<file path="src/rtl/cof_pkg.sv">
package cof_pkg;
    localparam int DATA_W = 64;
    localparam int HALF_W = 32;
    localparam int STAT_W = 32;

    // Status field positions (consumed by downstream logic)
    localparam int BIT_SO   = 31;
    localparam int BIT_OV   = 30;
    localparam int BIT_CA   = 29;
    localparam int BIT_OV32 = 19;
    localparam int BIT_CA32 = 18;

    typedef enum logic [1:0] {
        OP_ADD   = 2'd0,
        OP_ADDX  = 2'd1,
        OP_SUBF  = 2'd2,
        OP_SUBFX = 2'd3
    } op_e;

    typedef enum logic {
        S_IDLE = 1'b0,
        S_DONE = 1'b1
    } ctl_state_e;
endpackage

</file>
<file path="src/rtl/cof_opsel.sv">
module cof_opsel #(
    parameter int W = 64
) (
    input  cof_pkg::op_e   op,
    input  logic [W-1:0]   a,
    input  logic [W-1:0]   b,
    input  logic           carry_in,
    output logic [W-1:0]   x,
    output logic [W-1:0]   y,
    output logic           c0
);
    import cof_pkg::*;

    always_comb begin
        y = b;
        unique case (op)
            OP_ADD:   begin x = a;  c0 = 1'b0;     end
            OP_ADDX:  begin x = a;  c0 = carry_in; end
            OP_SUBF:  begin x = ~a; c0 = 1'b1;     end
            OP_SUBFX: begin x = ~a; c0 = carry_in; end
            default:  begin x = a;  c0 = 1'b0;     end
        endcase
    end
endmodule

</file>
<file path="src/rtl/cof_adder.sv">
module cof_adder #(
    parameter int W = 64,
    parameter int H = 32
) (
    input  logic [W-1:0] x,
    input  logic [W-1:0] y,
    input  logic         c0,
    output logic [W-1:0] sum,
    output logic         co_full,
    output logic         ov_full,
    output logic         co_half,
    output logic         ov_half
);
    logic [W:0] wide;
    logic       cin_top;
    logic       cin_half_top;

    assign wide    = {1'b0, x} + {1'b0, y} + {{W{1'b0}}, c0};
    assign sum     = wide[W-1:0];
    assign co_full = wide[W];

    // Carry into a bit position is recovered as sum ^ x ^ y at that bit
    assign cin_top      = sum[W-1] ^ x[W-1] ^ y[W-1];
    assign ov_full      = co_full ^ cin_top;
    assign co_half      = sum[H] ^ x[H] ^ y[H];
    assign cin_half_top = sum[H-1] ^ x[H-1] ^ y[H-1];
    assign ov_half      = co_half ^ cin_half_top;
endmodule

</file>
<file path="src/rtl/cof_flags.sv">
module cof_flags #(
    parameter int SW = 32
) (
    input  logic [SW-1:0] stat_in,
    input  logic          ca_en,
    input  logic          ov_en,
    input  logic          ca,
    input  logic          ca32,
    input  logic          ov,
    input  logic          ov32,
    output logic [SW-1:0] stat_next
);
    import cof_pkg::*;

    always_comb begin
        stat_next = stat_in;
        if (ca_en) begin
            stat_next[BIT_CA]   = ca;
            stat_next[BIT_CA32] = ca32;
        end
        if (ov_en) begin
            stat_next[BIT_OV]   = ov;
            stat_next[BIT_OV32] = ov32;
            stat_next[BIT_SO]   = stat_in[BIT_SO] | ov;
        end
    end
endmodule

</file>
<file path="src/rtl/cof_unit.sv">
module cof_unit #(
    parameter int DW = cof_pkg::DATA_W,
    parameter int HW = cof_pkg::HALF_W,
    parameter int SW = cof_pkg::STAT_W
) (
    input  logic          clk,
    input  logic          rst_n,
    input  logic          in_valid,
    input  logic [1:0]    op,
    input  logic [DW-1:0] opnd_a,
    input  logic [DW-1:0] opnd_b,
    input  logic          carry_in,
    input  logic          ca_en,
    input  logic          ov_en,
    input  logic [SW-1:0] stat_in,
    output logic [DW-1:0] result,
    output logic [SW-1:0] stat_out,
    output logic          out_valid
);
    import cof_pkg::*;

    localparam logic [SW-1:0] FIELD_MASK =
        (SW'(1) << BIT_SO) | (SW'(1) << BIT_OV) | (SW'(1) << BIT_CA) |
        (SW'(1) << BIT_OV32) | (SW'(1) << BIT_CA32);

    ctl_state_e    state_q, state_d;
    logic [DW-1:0] x, y, sum;
    logic          c0, co_full, ov_full, co_half, ov_half;
    logic [SW-1:0] stat_next;

    cof_opsel #(.W(DW)) u_opsel (
        .op(op_e'(op)), .a(opnd_a), .b(opnd_b), .carry_in(carry_in),
        .x(x), .y(y), .c0(c0)
    );

    cof_adder #(.W(DW), .H(HW)) u_adder (
        .x(x), .y(y), .c0(c0), .sum(sum),
        .co_full(co_full), .ov_full(ov_full),
        .co_half(co_half), .ov_half(ov_half)
    );

    cof_flags #(.SW(SW)) u_flags (
        .stat_in(stat_in), .ca_en(ca_en), .ov_en(ov_en),
        .ca(co_full), .ca32(co_half), .ov(ov_full), .ov32(ov_half),
        .stat_next(stat_next)
    );

    // Next-state logic
    always_comb begin
        state_d = state_q;
        unique case (state_q)
            S_IDLE: if (in_valid) state_d = S_DONE;             // T_ACCEPT
            S_DONE: state_d = in_valid ? S_DONE : S_IDLE;        // T_CHAIN / T_RETIRE
            default: state_d = S_IDLE;
        endcase
    end

    // State register
    always_ff @(posedge clk) begin
        if (!rst_n) state_q <= S_IDLE;
        else        state_q <= state_d;
    end

    // Output registers
    always_ff @(posedge clk) begin
        if (!rst_n) begin
            result   <= '0;
            stat_out <= '0;
        end else if (in_valid) begin
            result   <= sum;
            stat_out <= stat_next;
        end
    end

    assign out_valid = (state_q == S_DONE);

    // Assertions
    a_r2_valid_follows: assert property (@(posedge clk) disable iff (!rst_n)
        in_valid |=> out_valid);
    a_r2_valid_drops: assert property (@(posedge clk) disable iff (!rst_n)
        !in_valid |=> !out_valid);
    a_r7_ov_implies_so: assert property (@(posedge clk) disable iff (!rst_n)
        (in_valid && ov_en) |=> (!stat_out[BIT_OV] || stat_out[BIT_SO]));
    a_r8_so_sticky: assert property (@(posedge clk) disable iff (!rst_n)
        (in_valid && stat_in[BIT_SO]) |=> stat_out[BIT_SO]);
    a_r10_carry_hold: assert property (@(posedge clk) disable iff (!rst_n)
        (in_valid && !ca_en) |=>
            (stat_out[BIT_CA] == $past(stat_in[BIT_CA]) &&
             stat_out[BIT_CA32] == $past(stat_in[BIT_CA32])));
    a_r11_passthrough: assert property (@(posedge clk) disable iff (!rst_n)
        in_valid |=> ((stat_out & ~FIELD_MASK) == ($past(stat_in) & ~FIELD_MASK)));
    a_r12_hold: assert property (@(posedge clk) disable iff (!rst_n)
        !in_valid |=> ($stable(result) && $stable(stat_out)));
endmodule

</file>
<file path="config.mk">
export PLATFORM = sky130hd
export DESIGN_NAME = cof_unit
export DESIGN_NICKNAME = d
export VERILOG_FILES = /design/src/rtl/cof_pkg.sv /design/src/rtl/cof_opsel.sv /design/src/rtl/cof_adder.sv /design/src/rtl/cof_flags.sv /design/src/rtl/cof_unit.sv
export SDC_FILE = /design/constraint.sdc
export NUM_CORES = 1
export LEC_CHECK = 0
export BUFFER_PORTS_ARGS = -buffer_cell sky130_fd_sc_hd__buf_2
export CORE_MARGIN = 3
export CORE_UTILIZATION = 56
export CTS_BUF_LIST = sky130_fd_sc_hd__clkbuf_16
export DETAILED_ROUTE_END_ITERATION = 8
export GPL_TIMING_DRIVEN = 0
export PLACE_DENSITY = 0.91
export SLEW_MARGIN = 20
export SYNTH_ARGS = -nofsm -noshare
export SYNTH_HDL_FRONTEND = slang
export SYNTH_SLANG_ARGS = --single-unit
</file>
<file path="constraint.sdc">
create_clock -name clk -period 7.8 [get_ports clk]
set_input_delay 1.17 -clock clk [delete_from_list [all_inputs] [get_ports clk]]
set_output_delay 1.17 -clock clk [all_outputs]
set_load 0.05 [all_outputs]
</file>
==> metrics.md, run 1 <==
| Metric | Value |
|---|---|
| Status | complete, no violations |
| Routed vias | 8012 |
| Final weighted congestion in routability-driven placement | 0.958 |
| Clock latency on the worst-skew pair | 0.36 ns |
| WL final | 25500 um |
| WS Path Type | in2reg |
| Seq/Total Area, Yosys | ~24% |
| Total Routing Usage GR | a little under a third |
| Worst-path clk slew | ~0.070 ns |
| Asr flop ratio synth | 0% |
| First DRT Iteration DRCs | 617 |
| Seq cells post-synth | 97 |
| Num CTS Buffers | 9 |
| WHS Path Cells | 2 |
| RSZ-0062 raised after global routing | false |
| Worst-path maximum fanout | 10 |
| Final slew viol count | 0 |
| Chip Height | ~130 um |
| Layout cells sized above 1 | 26.2% |
| H-Tree Depth | 3 |
| Synth Area per Inst | 8.51 sq um |
| Min Hold Slack | 0.450 ns |
| Number of diodes | 0 |
| Avg Vias per Cell | between 5 and 6 |
| P per Cell Area | roughly 210 nW/um^2 |
| Starting Density | 57.7% |
| Max Freq | approximately 170 MHz |
| Period minus WS final | 5.80 ns |
| CTS sink cnt | 97 |
| Fin crit share | 74.4% |
| Drt wl/cell | 18.1 um |
| First-pass GRT wire length | 40200 um |
| Top FF cell, synth | dfxtp_1 |
| Critical Path AT | 6.04 ns |
| Dpl cell area | 9610 sq um |
| Num rows | 43 |
| Worst path required time | about 8 ns |
| Largest net degree at the start of global routing | 17 |
| Initial antenna violation count | 2 |
| Top post-synthesis cells by area | dfxtp_1 24%, ha_1 9.8%, xor2_1 9.3% |
| Clock skew | 0 ns |
| Max transition margin | 35.3% |
| Top cell type's share of synthesized area | 24.1% |
| CTS tree | built |
| Layout area overhead | 22.5% |
| Setup violators final | 0 |
| Crit start category | input pin |
| HPWL Detailed | 20800 um |
| Lkg Pwr | about 4.9 nW |
| Post-CTS Setup Repair Bufs | 0 |
| Crit path capture type | register |
| Mapped cell area | 8070 sq um |
| DRT antenna net count | 0 |
| Die footprint | 15900 sq um |
| Grt total ovfl | 0 |
| CORE AREA | between 10000 and 15000 sq um |
| Vias in the first global route | 8067 |
| Cts hold-fix bufs | 0 |
| End-of-flow core utilization | 70.6% |
| # resized after CTS | 0 |
| Chip width | 126 um |
| Root Buffer | clkbuf_16 |
| Total Power | 2.09 mW |
| Worst hold path class | reg2reg |
| Synth cell count leaders | 97 x dfxtp_1, 86 x xor2_1, 78 x a21oi_1 |
| Port Buffers | 263 |
| Fin nets | 1455 |
| Worst-margin pin slew | 0.970 ns |
| I/O pins | 265 |
| Max Buffers Root-to-Sink | 2 |
| Setup TNS | 0 ns |
| Post-layout instance area | 9880 sq um |
| VDD IR-drop max | around 0.00015 V |
| Worst r2r path cells | 3 |
| Max cap viols | 0 |
| Drt drc | 0 |
| Synth Net Count | ~1200 |
| Final number of hold-violating endpoints | 0 |
| Most common cell in the synthesized netlist | dfxtp_1 |
| Yosys Warn Count | 0 |
| Gate Count Post-Synth | 948 |
| Area leader, netlist | dfxtp_1 |
| Synth unique cells | 76 |
| First-pass DRT Iterations | 5 |
| Post-synth EDFFs | 0 |
## registers in the layout, indices dropped and copies added (netlist names)
signal     cells
result        64
stat_out      32
out_valid      1
## critical path, stage by stage
cell      delay, ns
buf_2          0.10
clkbuf_1       0.64
buf_1          0.68
mux2i_1        0.23
fa_1           0.46
fa_1           0.39
and2b_1        0.24
o211ai_1       0.15
a31oi_4        0.26
a31o_4         0.23
a21oi_2        0.11
o21bai_1       0.36
a31oi_1        0.26
xnor2_1        0.21
xnor2_1        0.38
o21ai_0        0.14
## worst paths after layout
path / start / endpoint / slack (ns)
worst max-delay path: op[1] / stat_out[30] / 2.00
worst min-delay path: result[57] / result[57] / 0.45
worst max register to register: stat_out[31] / stat_out[31] / 6.96
worst min register to register: result[57] / result[57] / 0.45
## routing by layer
metal / routed length (um) / vias up / track usage (%)
li1: - / 3909 / -
met1: 10200 / 3690 / 35.9
met2: 12700 / 349 / 56.7
met3: 1950 / 60 / 8.02
met4: 611 / 4 / 10.5
met5: 27 / - / 0
## cell families after synthesis
kind of cell,synth area share [%]
adders and majority gates,10.3
DFF,24.1
buffers and inverters,5.18
xor gates and xnor gates,14.3
AOI/OAI and AO/OA,21.1
muxes,8.45
and+or+nand+nor,16.6
## metrics by stage
stage | cells | setup slack, ns
finish | 1407 | 2.00
global route | 1407 | 1.75
CTS | 1407 | 2.04
detailed placement | 1391 | 1.67
global placement | 1391 | 1.77
floorplan | 948 | 2.88
## report_power, final
part           total [mW]  switching [mW]  internal, mW  leakage [nW]
Clock               0.424           0.208         0.216         0.131
Combinational        1.07           0.688         0.382          4.00
Sequential          0.591          0.0328         0.558         0.801
Total                2.09           0.929          1.16          4.93
## layout make-up
cell class              instances  area [sq um]
inverters                      27           101
clock inverters                 7          47.5
multi-input cells             771          5710
flip-flops and latches         97          1940
plain buffers                  53           317
repair buffers                263          1320
clock buffers                   9           225
well taps                     180           225
fillers                      1166          4110
## layout by cell type, fill, tap and decap left out, types with 5 or more instances in the layout
master and n:
buf_2 267, dfxtp_1 97, xor2_1 86, a21oi_1 78, nor2b_1 77, nand2_1 68, mux2i_1 67, ha_1 63
o21ai_0 45, xnor2_1 41, nor2_1 37, a21o_1 33, inv_1 29, nand3_1 22, clkbuf_1 20, nand4_1 15
o21bai_1 13, buf_1 11, clkbuf_16 9, o21ai_1 8, o21a_1 8, o31ai_1 8, nor3_1 7, a31oi_1 7
buf_6 5, o211ai_1 5, a21oi_2 5, a211oi_1 5
(Power assumes the default switching activity.)
==> run 2: changes to the inputs <==
--- a/config.mk
+++ b/config.mk
@@ -7,11 +7,11 @@
 export LEC_CHECK = 0
 export BUFFER_PORTS_ARGS = -buffer_cell sky130_fd_sc_hd__buf_2
 export CORE_MARGIN = 3
-export CORE_UTILIZATION = 56
+export CORE_UTILIZATION = 47
 export CTS_BUF_LIST = sky130_fd_sc_hd__clkbuf_16
 export DETAILED_ROUTE_END_ITERATION = 8
 export GPL_TIMING_DRIVEN = 0
-export PLACE_DENSITY = 0.91
+export PLACE_DENSITY = 0.82
 export SLEW_MARGIN = 20
 export SYNTH_ARGS = -nofsm -noshare
 export SYNTH_HDL_FRONTEND = slang
==> constraint.sdc (replaced) <==
create_clock -name clk -period 5 [get_ports clk]
set_input_delay 0.75 -clock clk [delete_from_list [all_inputs] [get_ports clk]]
set_output_delay 0.75 -clock clk [all_outputs]
set_load 0.05 [all_outputs]
==> metrics.md, run 2 (same netlist as run 1, synthesis figures left out) <==
| Metric | Value |
|---|---|
| Status | complete, no violations |
| Largest net degree at the start of global routing | 19 (+2) |
| Final slew viol count | 0 (unchanged) |
| Drt wl/cell | 17.2 um (-5.1%) |
| Top layer in use | met5 |
| Fin nets | 1454 (-0.069%) |
| Setup crit start | op[1] |
| Worst hold path class | reg2reg |
| CTS tree | built |
| Total Routing Usage GR | 25.8% (-5.5 points) |
| P per Cell Area | 333 nW/um^2 (+58%) |
| I/O pins | 265 (unchanged) |
| Max Buffers Root-to-Sink | 2 (unchanged) |
| Setup violators final | 0 (unchanged) |
| Worst-margin pin slew | 0.876 ns (-0.0940 ns) |
| Biggest register | result |
| Vias in the first global route | 7663 (-5.0%) |
| Port Buffers | 263 (unchanged) |
| Die footprint | 18800 sq um (+18%) |
| WL final | 24900 um (-2.5%) |
| Layout cells sized above 1 | 26.7% (+0.43 points) |
| End-of-flow core utilization | 59.7% (-11 points) |
| Worst reg2reg startpoint | stat_out[31] |
| Starting Density | 48.3% (-9.4 points) |
| Grt total ovfl | 0 (unchanged) |
| First DRT Iteration DRCs | 371 (-40%) |
| Commonest non-fill, non-tap cells in the layout | 269 x buf_2, 97 x dfxtp_1, 86 x xor2_1, 78 x a21oi_1, 77 x nor2b_1 |
| WL met3 | 2030 um (+3.9%) |
| Layout area overhead | 23.7% |
| Max cap viols | 0 (unchanged) |
| Worst-path clk slew | 0.08 ns (about the same) |
| Max Freq | around 210 MHz |
| Final weighted congestion in routability-driven placement | 0.935 (-2.4%) |
| Root Buffer | clkbuf_16 |
| Lkg Pwr | 4.97 nW (+0.68%) |
| CORE AREA | 16700 sq um (+19%) |
| Max transition margin | 41.6% (+6.3 points) |
| CTS sink cnt | 97 (unchanged) |
| DRT antenna net count | 0 (unchanged) |
| Worst path required time | 5.23 ns (-2.80 ns) |
| Routed vias | 7799 (-2.7%) |
| VDD IR-drop max | 0.000187 V (+25%) |
| Commonest non-fill, non-tap cell in the layout | buf_2 |
| RSZ-0062 raised after global routing | false |
| WS Path Type | in2reg |
| Chip Height | 137 um (+8.7%) |
| Number of diodes | 0 (unchanged) |
| Min-Delay Startpoint | result[57] |
| Met1 wire length | 10400 um (+2.4%) |
| Max reg flops | 64 (unchanged) |
| Final number of hold-violating endpoints | 0 (unchanged) |
| Chip width | 137 um (+8.7%) |
| Num CTS Buffers | 9 (unchanged) |
| Critical Path AT | 4.99 ns (-1.05 ns) |
| Cts hold-fix bufs | 0 (unchanged) |
| Fin crit share | 95.2% |
| Drt drc | 0 (unchanged) |
| Met2 routed WL | 11800 um (-7.5%) |
| Clock latency on the worst-skew pair | 0.35 ns (about the same) |
| Clock skew | 0 ns (unchanged) |
| Worst-path maximum fanout | 11 (+1) |
| First-pass DRT Iterations | 4 (-1) |
| H-Tree Depth | 3 (unchanged) |
| Crit path capture type | register |
| Initial antenna violation count | 2 (unchanged) |
| Crit start category | input pin |
| First-pass GRT wire length | 38200 um (-5.0%) |
| Avg Vias per Cell | 5.39 (-5.3%) |
| HPWL Detailed | 20500 um (-1.5%) |
| Num rows | 47 (+9.3%) |
| Min Hold Slack | 0.449 ns (-0.000844 ns) |
| Period minus WS final | 4.76 ns |
run 2: final timing paths:
| check | slack (ns) | to | cells past startpoint |
|---|---|---|---|
| min reg2reg | 0.45 | result[57] | 2 |
| max | 0.24 | stat_out[30] | 13 |
| min | 0.45 | result[57] | 2 |
| max reg2reg | 4.18 | stat_out[31] | 3 |
run 2: timing repair:
item                                    in CTS  in global routing
resized for setup                            5                  0
endpoints found under the setup margin      15                  0
setup buffers                                0                  0
run 2: critical path, cell delays in order:
cell and delay [ns]:
buf_2 0.33, buf_1 0.54, xor2_1 0.17, ha_1 0.44
nand4_1 0.18, nor3_1 0.32, o211ai_1 0.24, a211oi_1 0.63
o31ai_2 0.23, o31ai_1 0.33, xor2_1 0.40, xnor2_1 0.26
o21ai_0 0.14
run 2: area by class of cell:
class	count	area (sq um)
plain buffers	52	324
clock buffers	9	225
clock inverters	7	85.1
fillers	1504	6720
inverters	27	101
multi-input cells	771	5710
flip-flops and latches	97	1940
well taps	220	275
repair buffers	263	1320
run 2: per-stage QoR:
stage	power [mW]	instance area, sq um	instances	setup WS, ns	setup TNS (ns)
2_1_floorplan	2.17	8070	948	0.498	0
3_3_place_gp	2.56	9660	1431	-0.785	-11.43
3_5_place_dp	2.58	9660	1431	-0.804	-13.29
4_1_cts	3.33	9980	1446	0.288	0
5_1_grt	3.51	9980	1446	0.0752	0
6_report	3.32	9980	1446	0.239	0
run 2: per-layer routing:
layer | GRT usage, % | vias up
li1 | - | 3902
met1 | 31.8 | 3533
met2 | 44.0 | 315
met3 | 5.99 | 45
met4 | 8.87 | 4
met5 | 0 | -
run 2: power breakdown:
| part | switching [mW] | internal [mW] | total (mW) |
|---|---|---|---|
| Clock | 0.346 | 0.400 | 0.747 |
| Sequential | 0.0498 | 0.870 | 0.920 |
| Combinational | 1.06 | 0.595 | 1.66 |
